## src/rtl/mbox_pkg.sv

```systemverilog
package mbox_pkg;
  localparam int N_BOX  = 2;
  localparam int DATA_W = 32;
  localparam int ADDR_W = 8;

  typedef struct packed {
    logic [N_BOX-1:0] wrData;
    logic [N_BOX-1:0] wrSet;
    logic [N_BOX-1:0] wrClr;
    logic [N_BOX-1:0] rdBox;
    logic             rdMutex;
    logic             relMutex;
    logic             rdZero;
  } strobe_t;
endpackage

```

## src/rtl/mbox_ctrl.sv

```systemverilog
module mbox_ctrl
  import mbox_pkg::*;
#(
  parameter logic [ADDR_W-1:0] MUTEX_ADDR = 8'hF8
) (
  input  logic              clk,
  input  logic              rstN,
  input  logic [ADDR_W-1:0] busAddr,
  input  logic              busWe,
  input  logic              busRe,
  input  logic              relBit,
  output strobe_t           st
);
  localparam int SLOT_W = ADDR_W - 4;
  localparam int SPAN   = N_BOX * 16;

  logic [SLOT_W-1:0] slotIdx;
  logic [1:0]        wordIdx;
  logic              isMutex;

  assign slotIdx = busAddr[ADDR_W-1:4];
  assign wordIdx = busAddr[3:2];
  assign isMutex = (busAddr == MUTEX_ADDR);

  always_comb begin
    st = '0;
    if (busWe) begin
      if (isMutex) begin
        st.relMutex = relBit;
      end else begin
        for (int i = 0; i < N_BOX; i++) begin
          if (slotIdx == SLOT_W'(i)) begin
            case (wordIdx)
              2'd0:    st.wrData[i] = 1'b1;
              2'd1:    st.wrSet[i]  = 1'b1;
              2'd2:    st.wrClr[i]  = 1'b1;
              default: ;
            endcase
          end
        end
      end
    end else if (busRe) begin
      st.rdZero = 1'b1;
      if (isMutex) begin
        st.rdMutex = 1'b1;
        st.rdZero  = 1'b0;
      end else if (wordIdx == 2'd0) begin
        for (int i = 0; i < N_BOX; i++) begin
          if (slotIdx == SLOT_W'(i)) begin
            st.rdBox[i] = 1'b1;
            st.rdZero   = 1'b0;
          end
        end
      end
    end
  end

  // at most one action per cycle
  a_r8_one_action: assert property (@(posedge clk) disable iff (!rstN)
    $onehot0({st.wrData, st.wrSet, st.wrClr, st.rdBox, st.rdMutex, st.relMutex, st.rdZero}));

  // addresses beyond the implemented slots never reach a word
  a_r8_no_box_beyond: assert property (@(posedge clk) disable iff (!rstN)
    (int'(busAddr) >= SPAN) |-> (st.wrData == '0 && st.wrSet == '0 && st.wrClr == '0 && st.rdBox == '0));
endmodule

```

## src/rtl/mbox_dp.sv

```systemverilog
module mbox_dp
  import mbox_pkg::*;
(
  input  logic              clk,
  input  logic              rstN,
  input  strobe_t           st,
  input  logic [DATA_W-1:0] busWdata,
  output logic [DATA_W-1:0] busRdata,
  output logic [N_BOX-1:0]  coreIrq
);
  logic [DATA_W-1:0] boxReg [N_BOX];
  logic [DATA_W-1:0] boxMux;
  logic              mutexFree;

  for (genvar i = 0; i < N_BOX; i++) begin : g_box
    always_ff @(posedge clk or negedge rstN) begin
      if (!rstN)             boxReg[i] <= '0;
      else if (st.wrData[i]) boxReg[i] <= busWdata;
      else if (st.wrSet[i])  boxReg[i] <= boxReg[i] | busWdata;
      else if (st.wrClr[i])  boxReg[i] <= boxReg[i] & ~busWdata;
    end
    assign coreIrq[i] = |boxReg[i];

    a_r3_set_merges: assert property (@(posedge clk) disable iff (!rstN)
      st.wrSet[i] |=> ((boxReg[i] & $past(busWdata)) == $past(busWdata)));
    a_r4_clr_drops: assert property (@(posedge clk) disable iff (!rstN)
      st.wrClr[i] |=> ((boxReg[i] & $past(busWdata)) == '0));
    a_r5_irq_rises: assert property (@(posedge clk) disable iff (!rstN)
      (st.wrData[i] && busWdata != '0) |=> coreIrq[i]);
    a_r5_irq_falls: assert property (@(posedge clk) disable iff (!rstN)
      (st.wrData[i] && busWdata == '0) |=> !coreIrq[i]);
  end

  always_comb begin
    boxMux = '0;
    for (int i = 0; i < N_BOX; i++)
      if (st.rdBox[i]) boxMux = boxMux | boxReg[i];
  end

  always_ff @(posedge clk or negedge rstN) begin
    if (!rstN)            mutexFree <= 1'b1;
    else if (st.relMutex) mutexFree <= 1'b1;
    else if (st.rdMutex)  mutexFree <= 1'b0;
  end

  always_ff @(posedge clk or negedge rstN) begin
    if (!rstN)               busRdata <= '0;
    else if (|st.rdBox)      busRdata <= boxMux;
    else if (st.rdMutex)     busRdata <= DATA_W'(mutexFree);
    else if (st.rdZero)      busRdata <= '0;
  end

  a_r6_grant: assert property (@(posedge clk) disable iff (!rstN)
    (st.rdMutex && mutexFree) |=> (busRdata == DATA_W'(1) && !mutexFree));
  a_r6_refuse: assert property (@(posedge clk) disable iff (!rstN)
    (st.rdMutex && !mutexFree) |=> (busRdata == '0 && !mutexFree));
  a_r7_release: assert property (@(posedge clk) disable iff (!rstN)
    st.relMutex |=> mutexFree);
  a_r10_hold: assert property (@(posedge clk) disable iff (!rstN)
    !(st.rdZero || st.rdMutex || (|st.rdBox)) |=> $stable(busRdata));
endmodule

```

## src/rtl/ipc_mailbox.sv

```systemverilog
module ipc_mailbox
  import mbox_pkg::*;
#(
  parameter logic [ADDR_W-1:0] MUTEX_ADDR = 8'hF8
) (
  input  logic              clk,
  input  logic              rstN,
  input  logic [ADDR_W-1:0] busAddr,
  input  logic              busWe,
  input  logic [DATA_W-1:0] busWdata,
  input  logic              busRe,
  output logic [DATA_W-1:0] busRdata,
  output logic [N_BOX-1:0]  coreIrq
);
  strobe_t st;

  mbox_ctrl #(.MUTEX_ADDR(MUTEX_ADDR)) u_ctrl (
    .clk     (clk),
    .rstN    (rstN),
    .busAddr (busAddr),
    .busWe   (busWe),
    .busRe   (busRe),
    .relBit  (busWdata[0]),
    .st      (st)
  );

  mbox_dp u_dp (
    .clk      (clk),
    .rstN     (rstN),
    .st       (st),
    .busWdata (busWdata),
    .busRdata (busRdata),
    .coreIrq  (coreIrq)
  );
endmodule

```

## config.mk

```make
export PLATFORM = sky130hd
export DESIGN_NAME = ipc_mailbox
export DESIGN_NICKNAME = d
export VERILOG_FILES = /design/src/rtl/mbox_pkg.sv /design/src/rtl/mbox_ctrl.sv /design/src/rtl/mbox_dp.sv /design/src/rtl/ipc_mailbox.sv
export SDC_FILE = /design/constraint.sdc
export NUM_CORES = 1
export LEC_CHECK = 0
export BUFFER_PORTS_ARGS = -buffer_cell sky130_fd_sc_hd__clkbuf_2
export CAP_MARGIN = 20
export CELL_PAD_IN_SITES_DETAIL_PLACEMENT = 1
export CELL_PAD_IN_SITES_GLOBAL_PLACEMENT = 1
export CORE_ASPECT_RATIO = 2
export CORE_UTILIZATION = 40
export DETAILED_ROUTE_END_ITERATION = 10
export GPL_ROUTABILITY_DRIVEN = 0
export PLACE_DENSITY_LB_ADDON = 0.1
export RECOVER_POWER = 25
export SKIP_LAST_GASP = 1
export SYNTH_ARGS = -nofsm -noshare
export SYNTH_HDL_FRONTEND = slang
export SYNTH_SLANG_ARGS = --single-unit
```

## constraint.sdc

```tcl
create_clock -name clk -period 1.1 [get_ports clk]
set_input_delay 0.055 -clock clk [delete_from_list [all_inputs] [get_ports clk]]
set_output_delay 0.055 -clock clk [all_outputs]
set_load 0.01 [all_outputs]
```

**Word-level counts from Yosys, hierarchy flattened**

Cells that the tools add are included.

- Mux-type cells: 39
- Bitwise gates (word level): 6
- Reductions and logical operators: 9
- Equality and inequality tests: 4

Operator list:

| cell | number |
|---|---|
| $mux W32 | 11 |
| $or A32 B32 Y32 | 3 |
| $and A32 B32 Y32 | 2 |
| $reduce_or A32 Y1 | 2 |
| $not A32 Y32 | 1 |
| $mux W1 | 22 |
| $mux W6 | 2 |
| $reduce_bool A3 Y1 | 3 |
| $eq A8 B8 Y1 const B | 1 |
| $mux W3 | 2 |
| $eq A4 B1 Y1 const B | 1 |
| $logic_not A4 Y1 | 1 |
| $mux W2 | 2 |
| $eq A2 B1 Y1 const B | 1 |
| $eq A2 B2 Y1 const B | 1 |
| $logic_not A2 Y1 | 1 |
| $reduce_bool A2 Y1 | 1 |
| $reduce_or A2 Y1 | 1 |

- Bits in registers: 97

**Logic depth before layout (Yosys ltp)**

Gate-level depths: netlist of the first run.

- Depth after elaboration: 10
- Gate-level depth with buffers: 5
- Gate-level depth less buffers: 3

**Modules after synthesis**

Synthesis of the first run repeated with hierarchy kept, for this count alone.

- Cells, all modules: 373
- Area, all modules: 4,249.1 µm²

By module, submodules not included:

| module | sequential area each (µm²) | area an instance (µm²) | cells each | times used |
|---|---|---|---|---|
| mbox_dp | 2,428.6 | 4,122.7 | 351 | 1 |
| mbox_ctrl | 0.0 | 126.4 | 22 | 1 |

**Least setup slack after synthesis of the first run**

Ideal clock, no wire load.

- Kind: flip-flop to output port
- Start point: reg with a tool-made name
- End point: out coreIrq[0]
- Arrival time: 1,049 ps
- Slack: -4 ps
- Stages on the path, launching flop included: 4
- Path through: dfrtp_1 nor4_1 nand4_1 or2_2

RTL lines:

| item | line | text |
|---|---|---|
| end, declared | ipc_mailbox.sv:13 | `output logic [N_BOX-1:0] coreIrq` |

==> flow_metrics.tcl, run 1 <==
set metrics [dict create \
    power_density_nw_per_um2 1590 \
    chipHeight_microns 154 \
    hold_class "in2reg" \
    grt_overflow 0 \
    start_util_pct 41.0 \
    synth.area.top_cells "dfrtp_1 (52%), a22o_1 (12%), o211ai_1 (10%)" \
    utilization_pct 57.5 \
    violations "negative setup slack" \
    drc 0 \
    grt_setup_unrepaired "yes" \
    clk-insertion-delay-late_ps 340 \
    clock.fmax_mhz 570 \
    syn_nets 482 \
    drtAntennaViolNets 0 \
    drt_first_pass_iters 4 \
    yosysTopAreaCell "dfrtp_1" \
    path_cells "nor4_1 > nand4_1 > or2_4 > clkbuf_2" \
    cts_max_path_buffers 2 \
    drtIter0Drc 279 \
    peakVddDrop_mv 0.924 \
    start_kind "flip-flop" \
    area_delta_synth_final_pct 40.1 \
    cts_tree "done" \
    vias 4553 \
    die_area_sq_um 12000 \
    syn-instance-count 438 \
    clock-root-buffer "clkbuf_16" \
    worstHoldPathCells 2 \
    cts_num_sinks 97 \
    die_w_microns 78.1 \
    post_drt_wl_per_cell_microns 23.1 \
    cts_htree_levels 3 \
    arrival_ps 1700 \
    worst_slew_pin_slew_ps 912 \
    grt_pass1_wl_microns 27300 \
    outcome "finished with violations" \
    hp-start "busWdata[27]" \
    fin_nets 641 \
    grt_max_degree 57 \
    finalWorstSetupSlack_ps -656 \
    yosysMostFrequentCell "dfrtp_1" \
    fp.coreArea_sq_um 11300 \
    n_antenna_cell 0 \
    worstSetupEndpointType "output pin" \
    post-place-ws_ps -488 \
    cts_inserted_buffers 9 \
    synth-seq-cells 97 \
    finalCritPeriodShare_pct 160 \
    r2r_setup_slack_ps 120 \
    finalPower_mw 10.3 \
    seq_area_frac_synth_pct 52.5 \
    setup_viol 2 \
    synthesis.area_sq_um 4630 \
    clk_pin_slew_ps 70 \
    layout-drive-gt1-share_pct 36.1 \
    max_stage_delay_ps 430 \
    synth_async_sr_flop_share_pct 100 \
    synth_top_area_share_pct 51.9 \
    first_global_vias 5104 \
    p_leak_nw 2.85 \
    rows 55 \
    hold_viol 0 \
    synth.avg_cell_area_sq_um 10.6 \
    ys.flop_type "dfrtp_1" \
    antenna_found_initial 0 \
    fin_crit_ps 1760 \
    routed_wl_microns 17100 \
    critPathMaxFanout 2 \
    worstRegToRegCells 3 \
    nFillCells 1294 \
    viasPerCell 6.13 \
    detailed_place_hpwl_microns 11300 \
    io_buffers 77 \
    synth_commonest_cells "dfrtp_1 (96), nand3_1 (66), a22o_1 (65), o211ai_1 (64), buf_2 (36)" \
    synthDistinctLibCells 26 \
    drv_cap 0 \
    drv_slew 0 \
    synth_edf_count 0 \
    clock_skew_ps 8.04 \
    track_usage_pct 29.6 \
    slowest_stage "nor4_1" \
    crit_required_ps 1040 \
    max_slew_margin_pct 39.2 \
    io_pins 78 \
    criticalPathCategory "reg2out" \
    yosys_warnings 0 \
]
-- report_power, final --
group	total, mW	internal (mW)	switching, mW
clock	2.96	1.59	1.37
combinational	2.69	1.51	1.18
sequential	4.65	4.15	0.498
total	10.3	7.25	3.05
-- worst max path at each step --
stage / startpoint / endpoint / cells after the start
floorplan: busAddr[5] / flip-flop / 5
global placement: flip-flop / coreIrq[0] / 5
detailed placement: flip-flop / coreIrq[0] / 5
CTS: flip-flop / coreIrq[1] / 5
global route: flip-flop / coreIrq[0] / 5
finish: flip-flop / coreIrq[1] / 4
-- cell type report --
cell class | instances | area, sq um | share of cell area (%)
timing repair buffer | 196 | 1510 | 23.3
tap | 142 | 178 | 2.74
clock buffer | 11 | 243 | 3.74
multi-input combinational | 293 | 2100 | 32.4
clock inverter | 4 | 28.8 | 0.444
sequential | 97 | 2430 | 37.4
-- placed cells by master (no fill, tap or decap), types with 4 or more instances in the layout --
cell type      instances
buf_12                14
nor4_2                 5
buf_4                 92
nor2_1                32
o211ai_1              64
nand3_1               66
dlygate4sd3_1         11
clkbuf_16             10
clkbuf_2              76
dfrtp_1               96
nor4_4                 4
nand4_1                4
a31oi_1               31
a22o_1                65
nor4_1                 8
-- through the flow --
step	std cells	TNS (ps)	hold WS (ps)	instance area [sq um]
floorplan	438	0	-241	4630
global route	743	-4360	3.14	6490
finish	743	-1300	9.59	6490
CTS	740	-1340	0.126	6430
detailed placement	714	-26320	36.6	5990
global placement	714	-20480	33.4	5990
-- worst max-delay path: cells and delay by family (launching register included) --
family	cells	cell delay, ps
buf+inv	1	130
simple gates	3	850
flops	1	390
-- per-layer routing --
| metal | vias up | global-route usage (%) | wire (microns) |
|---|---|---|---|
| li1 | 2057 | - | - |
| met1 | 2355 | 33.6 | 6400 |
| met2 | 118 | 55.5 | 9850 |
| met3 | 23 | 3.62 | 524 |
| met4 | 0 | 10.6 | 370 |
| met5 | - | 0 | 0 |
-- cell families (layout without fill, tap and decap cells) --
group,Yosys count,count (layout),synth area share [%]
simple gates,130,130,15.2
flops,97,97,52.5
buf+inv,48,211,4.95
compound gates,163,163,27.4
-- timing repair --
| action | CTS | global route |
|---|---|---|
| resized for setup | 8 | 7 |
| hold endpoints to repair | 39 | 1 |
| cloned | 0 | 1 |
| buffers inserted | 1 | 1 |
| pin swaps | 3 | 2 |
| setup endpoints to repair | 2 | 38 |
| hold buffers | 10 | 1 |
Note: power is estimated with default switching activity, not from simulation.
==> run 2: changes to the inputs <==
--- a/config.mk
+++ b/config.mk
@@ -9,7 +9,7 @@
 export CAP_MARGIN = 20
 export CELL_PAD_IN_SITES_DETAIL_PLACEMENT = 1
 export CELL_PAD_IN_SITES_GLOBAL_PLACEMENT = 1
-export CORE_ASPECT_RATIO = 2
+export CORE_ASPECT_RATIO = 1.1
 export CORE_UTILIZATION = 40
 export DETAILED_ROUTE_END_ITERATION = 10
 export GPL_ROUTABILITY_DRIVEN = 0
==> flow_metrics.tcl, run 2 (same netlist as run 1, synthesis figures left out) <==
set metrics [dict create \
    outcome "finished with violations" \
    violations "negative setup slack" \
    clk-insertion-delay-late_ps 340 \
    final_common_cell "dfrtp_1" \
    grt_max_degree 57 \
    io_buffers 77 \
    worstRegToRegCells 3 \
    arrival_ps 1890 \
    use_met2_pct 47.3 \
    first_global_vias 4697 \
    clock-root-buffer "clkbuf_16" \
    nFillCells 1258 \
    hold_class "in2reg" \
    drv_slew 0 \
    drt_first_pass_iters 4 \
    cts_htree_levels 3 \
    crit_path_end "coreIrq[0]" \
    io_pins 78 \
    hold_viol 0 \
    path_delay_family "simple AND/OR/NAND/NOR gates" \
    worst_slew_pin_slew_ps 484 \
    start_kind "flip-flop" \
    instances_no_fill 742 \
    clk_pin_slew_ps 70 \
    fp.coreArea_sq_um 11100 \
    met3_usage_pct 3.17 \
    cts_tree "done" \
    viasPerCell 6.06 \
    grt_overflow 0 \
    start_util_pct 41.7 \
    reg2reg_to "u_dp.busRdata[2]$_DFFE_PN0P_" \
    power_density_nw_per_um2 1630 \
    layout-drive-gt1-share_pct 35.6 \
    drc 0 \
    peakVddDrop_mv 0.877 \
    drtIter0Drc 212 \
    hp-start "busWdata[10]" \
    finalWorstSetupSlack_ps -843 \
    max_stage_delay_ps 480 \
    cts_inserted_buffers 9 \
    chipHeight_microns 115 \
    top_usage_layer "met2" \
    drtAntennaViolNets 0 \
    die_w_microns 105 \
    criticalPathCategory "reg2out" \
    cp.depth 5 \
    grt_setup_unrepaired "yes" \
    vias 4493 \
    p_leak_nw 2.83 \
    die_area_sq_um 12000 \
    detailed_place_hpwl_microns 10200 \
    slowest_stage "nor4_1" \
    grt_util_met1_pct 33.0 \
    crit_required_ps 1040 \
    worstSetupEndpointType "output pin" \
    worst-path-buf-inv 2 \
    area_delta_synth_final_pct 39.3 \
    rows 40 \
    finalPower_mw 10.5 \
    antenna_found_initial 0 \
    n_antenna_cell 0 \
    mostFrequentLayoutCells "dfrtp_1 (96), buf_4 (88), clkbuf_2 (77)" \
    cts_num_sinks 97 \
    max_slew_margin_pct 67.5 \
    dp.cells 718 \
    fin_nets 636 \
    grt_pass1_wl_microns 24700 \
    cts_setup_buffers 0 \
    drv_cap 0 \
    cts_max_path_buffers 2 \
    fin_crit_ps 1940 \
    clock.fmax_mhz 515 \
    finalCritPeriodShare_pct 177 \
    setup_viol 2 \
    post_drt_wl_per_cell_microns 20.7 \
    routed_wl_microns 15400 \
    critPathMaxFanout 2 \
    path_cells "nor4_1 > buf_4 > nand4_1 > or2_4 > clkbuf_2" \
    track_usage_pct 26.6 \
    r2r_setup_slack_ps 220 \
    clock_skew_ps 3.72 \
]
run 2: changes by cell type in the layout (fill, tap and decap cells not counted), moves of 2 or more:
cell        before  now
nor4_2           5    8
bufinv_16        0    2
buf_6            2    0
nor4_4           4    1
clkinvlp_4       2    0
buf_4           92   88
run 2: final cells by class:
class | count | area, sq um | share of cell area [%]
well taps | 147 | 184 | 2.85
clock buffers | 10 | 229 | 3.55
multi-input cells | 293 | 2070 | 32.2
repair buffers | 191 | 1460 | 22.7
clock inverters | 4 | 70.1 | 1.09
flip-flops and latches | 97 | 2430 | 37.7
run 2: worst min path at each step:
stage | endpoint | slack [ps] | cells after the start
floorplan | asynchronous set/reset pin | -240 | 0
global placement | u_dp.busRdata[30]$_DFFE_PN0P_ | -70 | 1
detailed placement | u_dp.busRdata[27]$_DFFE_PN0P_ | -70 | 1
CTS | flip-flop | 4 | 2
global route | flip-flop | 8 | 2
finish | flip-flop | 8 | 2
run 2: through the flow:
step	hold WS (ps)	setup slack (ps)	utilization, %	TNS (ps)	instance area, sq um
2_1_floorplan	-241	11.0	-	0	4630
3_3_place_gp	-74.1	-430	54.2	-16660	6020
3_5_place_dp	-67.8	-394	54.2	-20510	6020
4_1_cts	3.88	-769	58.0	-1510	6440
5_1_grt	8.00	-813	58.0	-2790	6440
6_report	8.26	-843	58.0	-1540	6440
run 2: metal layers:
metal	vias up	wire, microns
met2	106	7830
met1	2314	6660
met5	-	0
met4	0	366
met3	26	521
li1	2047	-
run 2: what timing repair did:
item | CTS | global route
pin swaps | 3 | 1
hold buffers | 10 | 0
endpoints found under the setup margin | 2 | 2
resized for setup | 4 | 4
hold endpoints to repair | 106 | 0
run 2: power breakdown:
| part | leakage (nW) | switching, mW | internal, mW |
|---|---|---|---|
| clock | 0.148 | 1.35 | 1.96 |
| combinational | 1.46 | 1.14 | 1.48 |
| sequential | 1.22 | 0.425 | 4.15 |
| total | 2.83 | 2.92 | 7.60 |
